--- config.mk ---
export PLATFORM = sky130hd
export DESIGN_NAME = incr_pid_ctrl
export DESIGN_NICKNAME = d
export VERILOG_FILES = /design/src/rtl/pid_pkg.sv /design/src/rtl/pid_ctrl.sv /design/src/rtl/pid_datapath.sv /design/src/rtl/incr_pid_ctrl.sv
export SDC_FILE = /design/constraint.sdc
export NUM_CORES = 2
export LEC_CHECK = 0
export BUFFER_PORTS_ARGS = -buffer_cell sky130_fd_sc_hd__buf_2
export CAP_MARGIN = 10
export CORE_MARGIN = 2
export CORE_UTILIZATION = 39
export DETAILED_ROUTE_END_ITERATION = 10
export SETUP_SLACK_MARGIN = 0.1
export SYNTH_ARGS = -nofsm -noshare
export SYNTH_HDL_FRONTEND = slang
export SYNTH_SLANG_ARGS = --single-unit
--- constraint.sdc ---
create_clock -name clk -period 46.3 [get_ports clk]
set_input_delay 9.26 -clock clk [delete_from_list [all_inputs] [get_ports clk]]
set_output_delay 9.26 -clock clk [all_outputs]
set_load 0.005 [all_outputs]
--- src/rtl/pid_pkg.sv ---
package pidPkg;
  // strobes from control to datapath
  typedef struct packed {
    logic loadErr;  // capture a fresh error into tap 0
    logic update;   // run the recurrence and shift the taps
  } pidCtrlT;
endpackage

--- src/rtl/pid_ctrl.sv ---
module pid_ctrl
  import pidPkg::*;
(
  input  logic    clk,
  input  logic    rst,
  input  logic    sampleValid,
  output pidCtrlT ctrl,
  output logic    outValid
);
  logic updateQ;

  always_ff @(posedge clk) begin
    if (rst) begin
      updateQ  <= 1'b0;
      outValid <= 1'b0;
    end else begin
      updateQ  <= sampleValid;
      outValid <= updateQ;
    end
  end

  always_comb begin
    ctrl.loadErr = sampleValid;
    ctrl.update  = updateQ;
  end
endmodule

--- src/rtl/pid_datapath.sv ---
module pid_datapath
  import pidPkg::*;
#(
  parameter int IN_W   = 16,
  parameter int COEF_W = 16,
  parameter int FRAC_W = 8,
  parameter int OUT_W  = 16,
  parameter int N_TAPS = 3
) (
  input  logic                     clk,
  input  logic                     rst,
  input  pidCtrlT                  ctrl,
  input  logic signed [IN_W-1:0]   setpoint,
  input  logic signed [IN_W-1:0]   measured,
  input  logic signed [COEF_W-1:0] coefA0,
  input  logic signed [COEF_W-1:0] coefA1,
  input  logic signed [COEF_W-1:0] coefA2,
  input  logic signed [OUT_W-1:0]  uMin,
  input  logic signed [OUT_W-1:0]  uMax,
  output logic signed [OUT_W-1:0]  uOut
);
  localparam int ERR_W  = IN_W + 1;
  localparam int PROD_W = COEF_W + ERR_W;
  localparam int SUM_W  = PROD_W + $clog2(N_TAPS) + 1;
  localparam int SHU_W  = OUT_W + FRAC_W;
  localparam int ACC_W  = ((SUM_W > SHU_W) ? SUM_W : SHU_W) + 1;

  logic signed [COEF_W-1:0] coefArr [N_TAPS];
  logic signed [ERR_W-1:0]  errTap  [N_TAPS];
  logic signed [PROD_W-1:0] prod    [N_TAPS];
  logic signed [ERR_W-1:0]  errNew;
  logic signed [ACC_W-1:0]  accFull;
  logic signed [ACC_W-1:0]  accShift;
  logic signed [OUT_W-1:0]  uSat;
  logic signed [OUT_W-1:0]  uPrev;

  always_comb begin
    coefArr[0] = coefA0;
    coefArr[1] = coefA1;
    coefArr[2] = coefA2;
  end

  // widened subtraction cannot wrap
  assign errNew = ERR_W'(setpoint) - ERR_W'(measured);

  always_ff @(posedge clk) begin
    if (rst) errTap[0] <= '0;
    else if (ctrl.loadErr) errTap[0] <= errNew;
  end

  genvar gi;
  generate
    for (gi = 1; gi < N_TAPS; gi++) begin : gDelay
      always_ff @(posedge clk) begin
        if (rst) errTap[gi] <= '0;
        else if (ctrl.update) errTap[gi] <= errTap[gi-1];
      end
    end
    for (gi = 0; gi < N_TAPS; gi++) begin : gMul
      assign prod[gi] = PROD_W'(coefArr[gi]) * PROD_W'(errTap[gi]);
    end
  endgenerate

  always_comb begin
    accFull = ACC_W'(uPrev) <<< FRAC_W;
    for (int i = 0; i < N_TAPS; i++) accFull = accFull + ACC_W'(prod[i]);
    accShift = accFull >>> FRAC_W;
    if (accShift > ACC_W'(uMax))      uSat = uMax;
    else if (accShift < ACC_W'(uMin)) uSat = uMin;
    else                              uSat = accShift[OUT_W-1:0];
  end

  // previous command holds the clamped value: no windup
  always_ff @(posedge clk) begin
    if (rst) uPrev <= '0;
    else if (ctrl.update) uPrev <= uSat;
  end

  assign uOut = uPrev;
endmodule

--- src/rtl/incr_pid_ctrl.sv ---
module incr_pid_ctrl
  import pidPkg::*;
#(
  parameter int IN_W   = 16,
  parameter int COEF_W = 16,
  parameter int FRAC_W = 8,
  parameter int OUT_W  = 16
) (
  input  logic                     clk,
  input  logic                     rst,
  input  logic                     sampleValid,
  input  logic signed [IN_W-1:0]   setpoint,
  input  logic signed [IN_W-1:0]   measured,
  input  logic signed [COEF_W-1:0] coefA0,
  input  logic signed [COEF_W-1:0] coefA1,
  input  logic signed [COEF_W-1:0] coefA2,
  input  logic signed [OUT_W-1:0]  uMin,
  input  logic signed [OUT_W-1:0]  uMax,
  output logic signed [OUT_W-1:0]  uOut,
  output logic                     outValid
);
  pidCtrlT ctrl;

  pid_ctrl u_ctrl (
    .clk(clk), .rst(rst), .sampleValid(sampleValid),
    .ctrl(ctrl), .outValid(outValid)
  );

  pid_datapath #(
    .IN_W(IN_W), .COEF_W(COEF_W), .FRAC_W(FRAC_W), .OUT_W(OUT_W), .N_TAPS(3)
  ) u_dp (
    .clk(clk), .rst(rst), .ctrl(ctrl),
    .setpoint(setpoint), .measured(measured),
    .coefA0(coefA0), .coefA1(coefA1), .coefA2(coefA2),
    .uMin(uMin), .uMax(uMax), .uOut(uOut)
  );
endmodule

=== Yosys cells after proc, flatten, opt, wreduce, memory -nomap -nowiden ===
Memory sizes are Yosys's and may differ from the RTL's.
Index checks and enable logic that the tools add are counted.

* Memories kept: 1
* Bits of input ports: 115
* Memory bits (writable): 51
* ROM bits: 0
* Logic and storage cells: 29
* Latch bits: 0
* Output and inout port bits: 17
* Register bits: 18

* Equal/unequal tests: 0
* Shift-type cells: 0
* Div/mod/pow operators: 0
* Add/subtract/negate cells: 4
* $mul: 3
* Mux-type cells: 13
* Bitwise gates (word level): 3
* Reduce and logical (&&, ||, !) cells: 0
* Order comparisons: 2

{| class="wikitable"
|+ Memories
! name !! depth !! bits a word !! rd ports !! clocked after memory_dff !! wr ports !! line !! text
|-
| u_dp.errTap || 3 || 17 || 3 || 0 || 3 || pid_datapath.sv:29 || <nowiki>logic signed [ERR_W-1:0] errTap [N_TAPS];</nowiki>
|}

{| class="wikitable"
|+ Operator list
! operator !! count
|-
| 16-bit by 17-bit multiplier with 33-bit output || 3
|-
| 17-bit 2-to-1 mux || 3
|-
| 37-bit by 33-bit adder with 37-bit output || 1
|-
| 34-bit by 33-bit adder with 35-bit output || 1
|-
| 24-bit by 33-bit adder with 34-bit output || 1
|-
| 16-bit 2-to-1 mux || 2
|-
| 29-bit by 16-bit > comparator with 1-bit output || 1
|-
| 29-bit by 16-bit < comparator with 1-bit output || 1
|-
| 16-bit by 16-bit subtractor with 17-bit output || 1
|-
| 1-bit 2-to-1 mux || 8
|-
| 1-bit OR || 3
|}

=== Longest topological paths before layout ===
* Word-level depth: 7
* Mapped depth: 58
* Mapped depth without buffers: 55

=== Modules after synthesis ===
A second synthesis with hierarchy kept.

* Cell total of the unflattened synthesis: 3,809
* Area, all modules: 36,846.6 µm²

{| class="wikitable"
|+ By module, submodules not included
! module !! times used !! area each (µm²) !! seq. area each (µm²) !! cells each
|-
| pid_datapath || 1 || 36,779.0 || 1,851.8 || 3,803
|-
| pid_ctrl || 1 || 67.6 || 40.0 || 6
|}

=== Worst setup path after synthesis ===
Ideal clock, no wire load.

* Kind: input to register
* Start point: input port coefA0[7]
* End point: register u_dp.uPrev[2] (netlist: u_dp.uOut[2])
* Data arrival time: 21.919 ns
* Data required time: 46.170 ns
* Path slack: 24.250 ns
* Stages: 51
* Cell sequence: clkbuf_1 clkbuf_1 nand2_1 fa_1 inv_1 fa_1 inv_1 fa_1 inv_1 fa_1 fa_1 fa_1 fa_1 inv_1 fa_1 inv_1 ha_1 clkbuf_1 [15 not listed] a21o_1 a221o_1 a31oi_1 nand3_1 a221o_1 a21oi_4 o21bai_1 xor2_1 ha_1 nand4_1 nor2_1 nand3_1 or4_1 o21ai_2 buf_2 mux2_1 a21oi_1 o22ai_1

* Cells in the longest elaborated chain, start to end: 7

{| class="wikitable"
|+ Ends and longest elaborated chain
! element !! line !! text
|-
| start, declared || incr_pid_ctrl.sv:14 || <nowiki>input logic signed [COEF_W-1:0] coefA0,</nowiki>
|-
| 16-bit by 17-bit multiplier with 33-bit output * || pid_datapath.sv:60 || <nowiki>assign prod[gi] = PROD_W'(coefArr[gi]) * PROD_W'(errTap[gi]);</nowiki>
|-
| 24-bit by 33-bit adder with 34-bit output * || pid_datapath.sv:66 || <nowiki>for (int i = 0; i < N_TAPS; i++) accFull = accFull + ACC_W'(prod[i]);</nowiki>
|-
| 34-bit by 33-bit adder with 35-bit output * || pid_datapath.sv:66 ||
|-
| 37-bit by 33-bit adder with 37-bit output * || pid_datapath.sv:66 ||
|-
| 29-bit by 16-bit < comparator with 1-bit output || pid_datapath.sv:69 || <nowiki>else if (accShift < ACC_W'(uMin)) uSat = uMin;</nowiki>
|-
| 16-bit 2-to-1 mux || pid_datapath.sv:69 ||
|-
| 16-bit 2-to-1 mux * || pid_datapath.sv:68 || <nowiki>if (accShift > ACC_W'(uMax)) uSat = uMax;</nowiki>
|-
| end signal, assigned || pid_datapath.sv:76 || <nowiki>else if (ctrl.update) uPrev <= uSat;</nowiki>
|-
| end, declared || pid_datapath.sv:35 || <nowiki>logic signed [OUT_W-1:0] uPrev;</nowiki>
|}

Mark *: on every way between the ends. The rest lies on a longest branch, timed or not.
A chain may end at the register's enable or synchronous reset.

=== Worst setup path after layout ===
* Start point: input port coefA0[1]
* End point: register u_dp.uPrev[5] (netlist: u_dp.uOut[5])

Same word-level chain as after synthesis.

==> flow_summary_export.csv <==
group,metric,value,unit
die,die_w,315.9,um
global_route,grt_pass1_vias,28574,
yosys,yosysWarnings,0,
route,wl_per_cell,17.83,um
global_route,grt_pass1_wl,155300,um
clock_tree,cts_htree_levels,3,
placement,dp.cells,5282,
die,dieArea,99770,um^2
die,die_h,315.9,um
sta,rsz0062_at_grt,"no",
clock_tree,ctsHoldBuffers,0,
die,io_pins,132,
sta,setup_viol,0,
global_route,grt_overflow_total,0,
cells_and_area,final_cell_mix,"inv_1, fa_1, nand2_1",
yosys,yosysSeqAreaShare,0.04988,
clock_tree,insertion_delay,0.41,ns
yosys,postSynthCellCount,3997,
sta,slew_violations,0,
min_path,worstHoldEndpoint,"u_dp.uOut[9]",
worst_setup_path,startpoint_type,"input pin",
global_route,grt_start_max_net_pins,46,
die,coreArea,96570,um^2
worst_setup_path,crit_arrival,24.09,ns
cells_and_area,drive_above_1_share,0.04351,
yosys,syn-cell-area,37930,um^2
route,final_antenna_net_count,0,
route,vias,26128,
sta,finalHoldViolCount,0,
placement,port_buffers,131,
sta,fmax,41.99,MHz
yosys,synth_top_cell_by_area,"fa_1",
yosys,synth_top_cell_area_share,0.5130,
min_path,hold_path_class,"reg2reg",
min_path,hold_start,"u_dp.uOut[9]",
worst_setup_path,crit_path_end_kind,"flop",
sta,period_needed,23.81,ns
placement,pre_cts_slack,22.16,ns
clock_tree,clkTransAtPathRegs,0.08,ns
route,drcViolationCount,0,
flow_run,cap_violations,0,
yosys,synthFlopType,"edfxtp_1",
worst_setup_path,cpPeakStageDelay,0.88,ns
route,routed_wl,94530,um
yosys,synth_edf_count,51,
worst_setup_path,crit_slowest_cell,"o21ai_2",
route,via_per_inst,4.927,
sta,finClkSkew,0.01659,ns
sta,fin_setup_tns,0,ns
die,rows,114,
sta,slew_headroom,0.2410,
worst_setup_path,r2r-start,"u_dp.errTap[0][16]",
worst_setup_path,crit_fanout,23,
global_route,grt_use_total,0.2015,
sta,hold_slack,0.6310,ns
worst_setup_path,rr_worst_depth,46,
global_route,antenna_found_initial,7,
min_path,hold_depth,2,
placement,dp_hpwl,81950,um
placement,gpl.final_weighted_congestion,0.8566,
route,drtIter0Drc,1377,
yosys,synth_cell_types,74,
route,drt_first_pass_iters,5,
worst_setup_path,required,46.58,ns
clock_tree,cts_tree,"yes",
status,outcome,"finished, final reports clean",
yosys,synth_area_leaders,"fa_1, inv_1, ha_1",
worst_setup_path,critPathKind,"in2reg",
cells_and_area,area_growth,5.700,%
worst_setup_path,cpMostUsedCell,"fa_1",
clock_tree,cts_resized,0,
yosys,ys_ff_latch,69,
sta,worst_pin_slew,1.138,ns
cells_and_area,layout.cells.non_filler,5303,
sta,min_period_over_period,0.5143,
clock_tree,cts.sinks,69,
clock_tree,root_buffer,"clkbuf_16",
sta,setup_ws,22.49,ns
cells_and_area,layout_commonest_cell,"inv_1",
yosys,synthArstFlopShare,0,
cells_and_area,num-nets-final,5428,
clock_tree,cts_buffer_depth,2,
yosys,syn_area_per_cell,9.490,um^2
clock_tree,cts_made_buffers,9,
die,initial_core_util,0.3928,
yosys,synth_nets,5408,
worst_setup_path,reg2reg_to,"u_dp.uOut[5]",
clock_tree,cts_setup_buffers,0,
worst_setup_path,reg2reg_slack,30.79,ns
per-layer routing:
layer / vias up / GRT usage / share of wire
met2: 555 / 0.3452 / 0.51
met1: 13664 / 0.2661 / 0.41
li1: 11785 / - / -
met3: 114 / 0.02565 / 0.047
met5: - / 0 / 0.00062
met4: 10 / 0.06280 / 0.029
worst max-delay path, delay by kind of cell:
family / cells / cell delay (ns)
mux: 1 / 0.43
fa+ha+maj: 16 / 7.74
simple gates: 7 / 1.54
compound gates: 13 / 3.83
xor+xnor: 2 / 0.30
buf+inv: 8 / 0.96
state kept, by name, indices dropped and copies added, names as in the netlist:
signal	count
u_dp.uOut	16
u_dp.errTap	51
u_ctrl.outValid	1
u_ctrl.updateQ	1
cell type report:
type	count	area (um^2)
Timing Repair Buffer	140	723.2
Tap cell	1276	1597
Inverter	1082	4061
Clock buffer	9	225.2
Fill cell	9603	56470
Multi-Input combinational cell	2715	31480
Clock inverter	7	97.59
Antenna cell	5	12.51
Sequential cell	69	1892
synth_stat cells, types with 3 or more instances:
| cell type | n |
|---|---|
| a21oi_1 | 76 |
| ha_1 | 324 |
| nor2b_1 | 14 |
| o22ai_1 | 8 |
| inv_1 | 1081 |
| xor2_1 | 23 |
| a31oi_1 | 5 |
| o221ai_1 | 3 |
| o21ai_0 | 38 |
| nor3_1 | 23 |
| fa_1 | 972 |
| a311oi_1 | 5 |
| nand3_1 | 19 |
| and3_1 | 40 |
| o211ai_1 | 4 |
| mux2i_1 | 3 |
| xnor2_1 | 57 |
| o21bai_1 | 6 |
| and2_1 | 386 |
| o21ai_1 | 7 |
| a221oi_1 | 3 |
| a221o_1 | 4 |
| or3_1 | 9 |
| nor4_1 | 4 |
| dfxtp_1 | 18 |
| nand2_1 | 421 |
| nor2_1 | 88 |
| o2111ai_1 | 3 |
| a21boi_1 | 3 |
| o21a_1 | 19 |
| o31ai_1 | 8 |
| nand2b_1 | 36 |
| a21o_1 | 36 |
| mux2_1 | 5 |
| nand4_1 | 13 |
| a211oi_1 | 7 |
| a2111oi_0 | 3 |
| clkbuf_1 | 127 |
| and4_1 | 3 |
| edfxtp_1 | 51 |
kinds of logic after synthesis:
logic type      synth area share
fa+ha+maj                 0.6199
buf+inv                   0.1202
simple gates              0.1410
compound gates           0.04777
xor+xnor                 0.01847
flops                    0.04988
mux                     0.002870
worst max path at each step:
stage / start / end / slack (ns) / depth (start not counted)
2_1_floorplan: coefA0[7] / u_dp.uOut[2] / 24.25 / 51
4_1_cts: coefA0[1] / u_dp.uOut[0] / 22.55 / 47
3_3_place_gp: coefA0[1] / u_dp.uOut[5] / 22.23 / 47
5_1_grt: coefA0[1] / u_dp.uOut[5] / 21.57 / 47
6_report: coefA0[1] / u_dp.uOut[5] / 22.49 / 47
3_5_place_dp: coefA0[1] / u_dp.uOut[5] / 22.16 / 47
stage by stage:
stage	utilization	area [um^2]
CTS	0.4151	40080
global route	0.4151	40080
floorplan	-	37930
detailed placement	0.4117	39760
finish	0.4152	40090
global placement	0.4117	39760
Power is left out: the tool's default activity adds up to more than one toggle a clock period on the data nets, which glitch-free logic cannot reach.
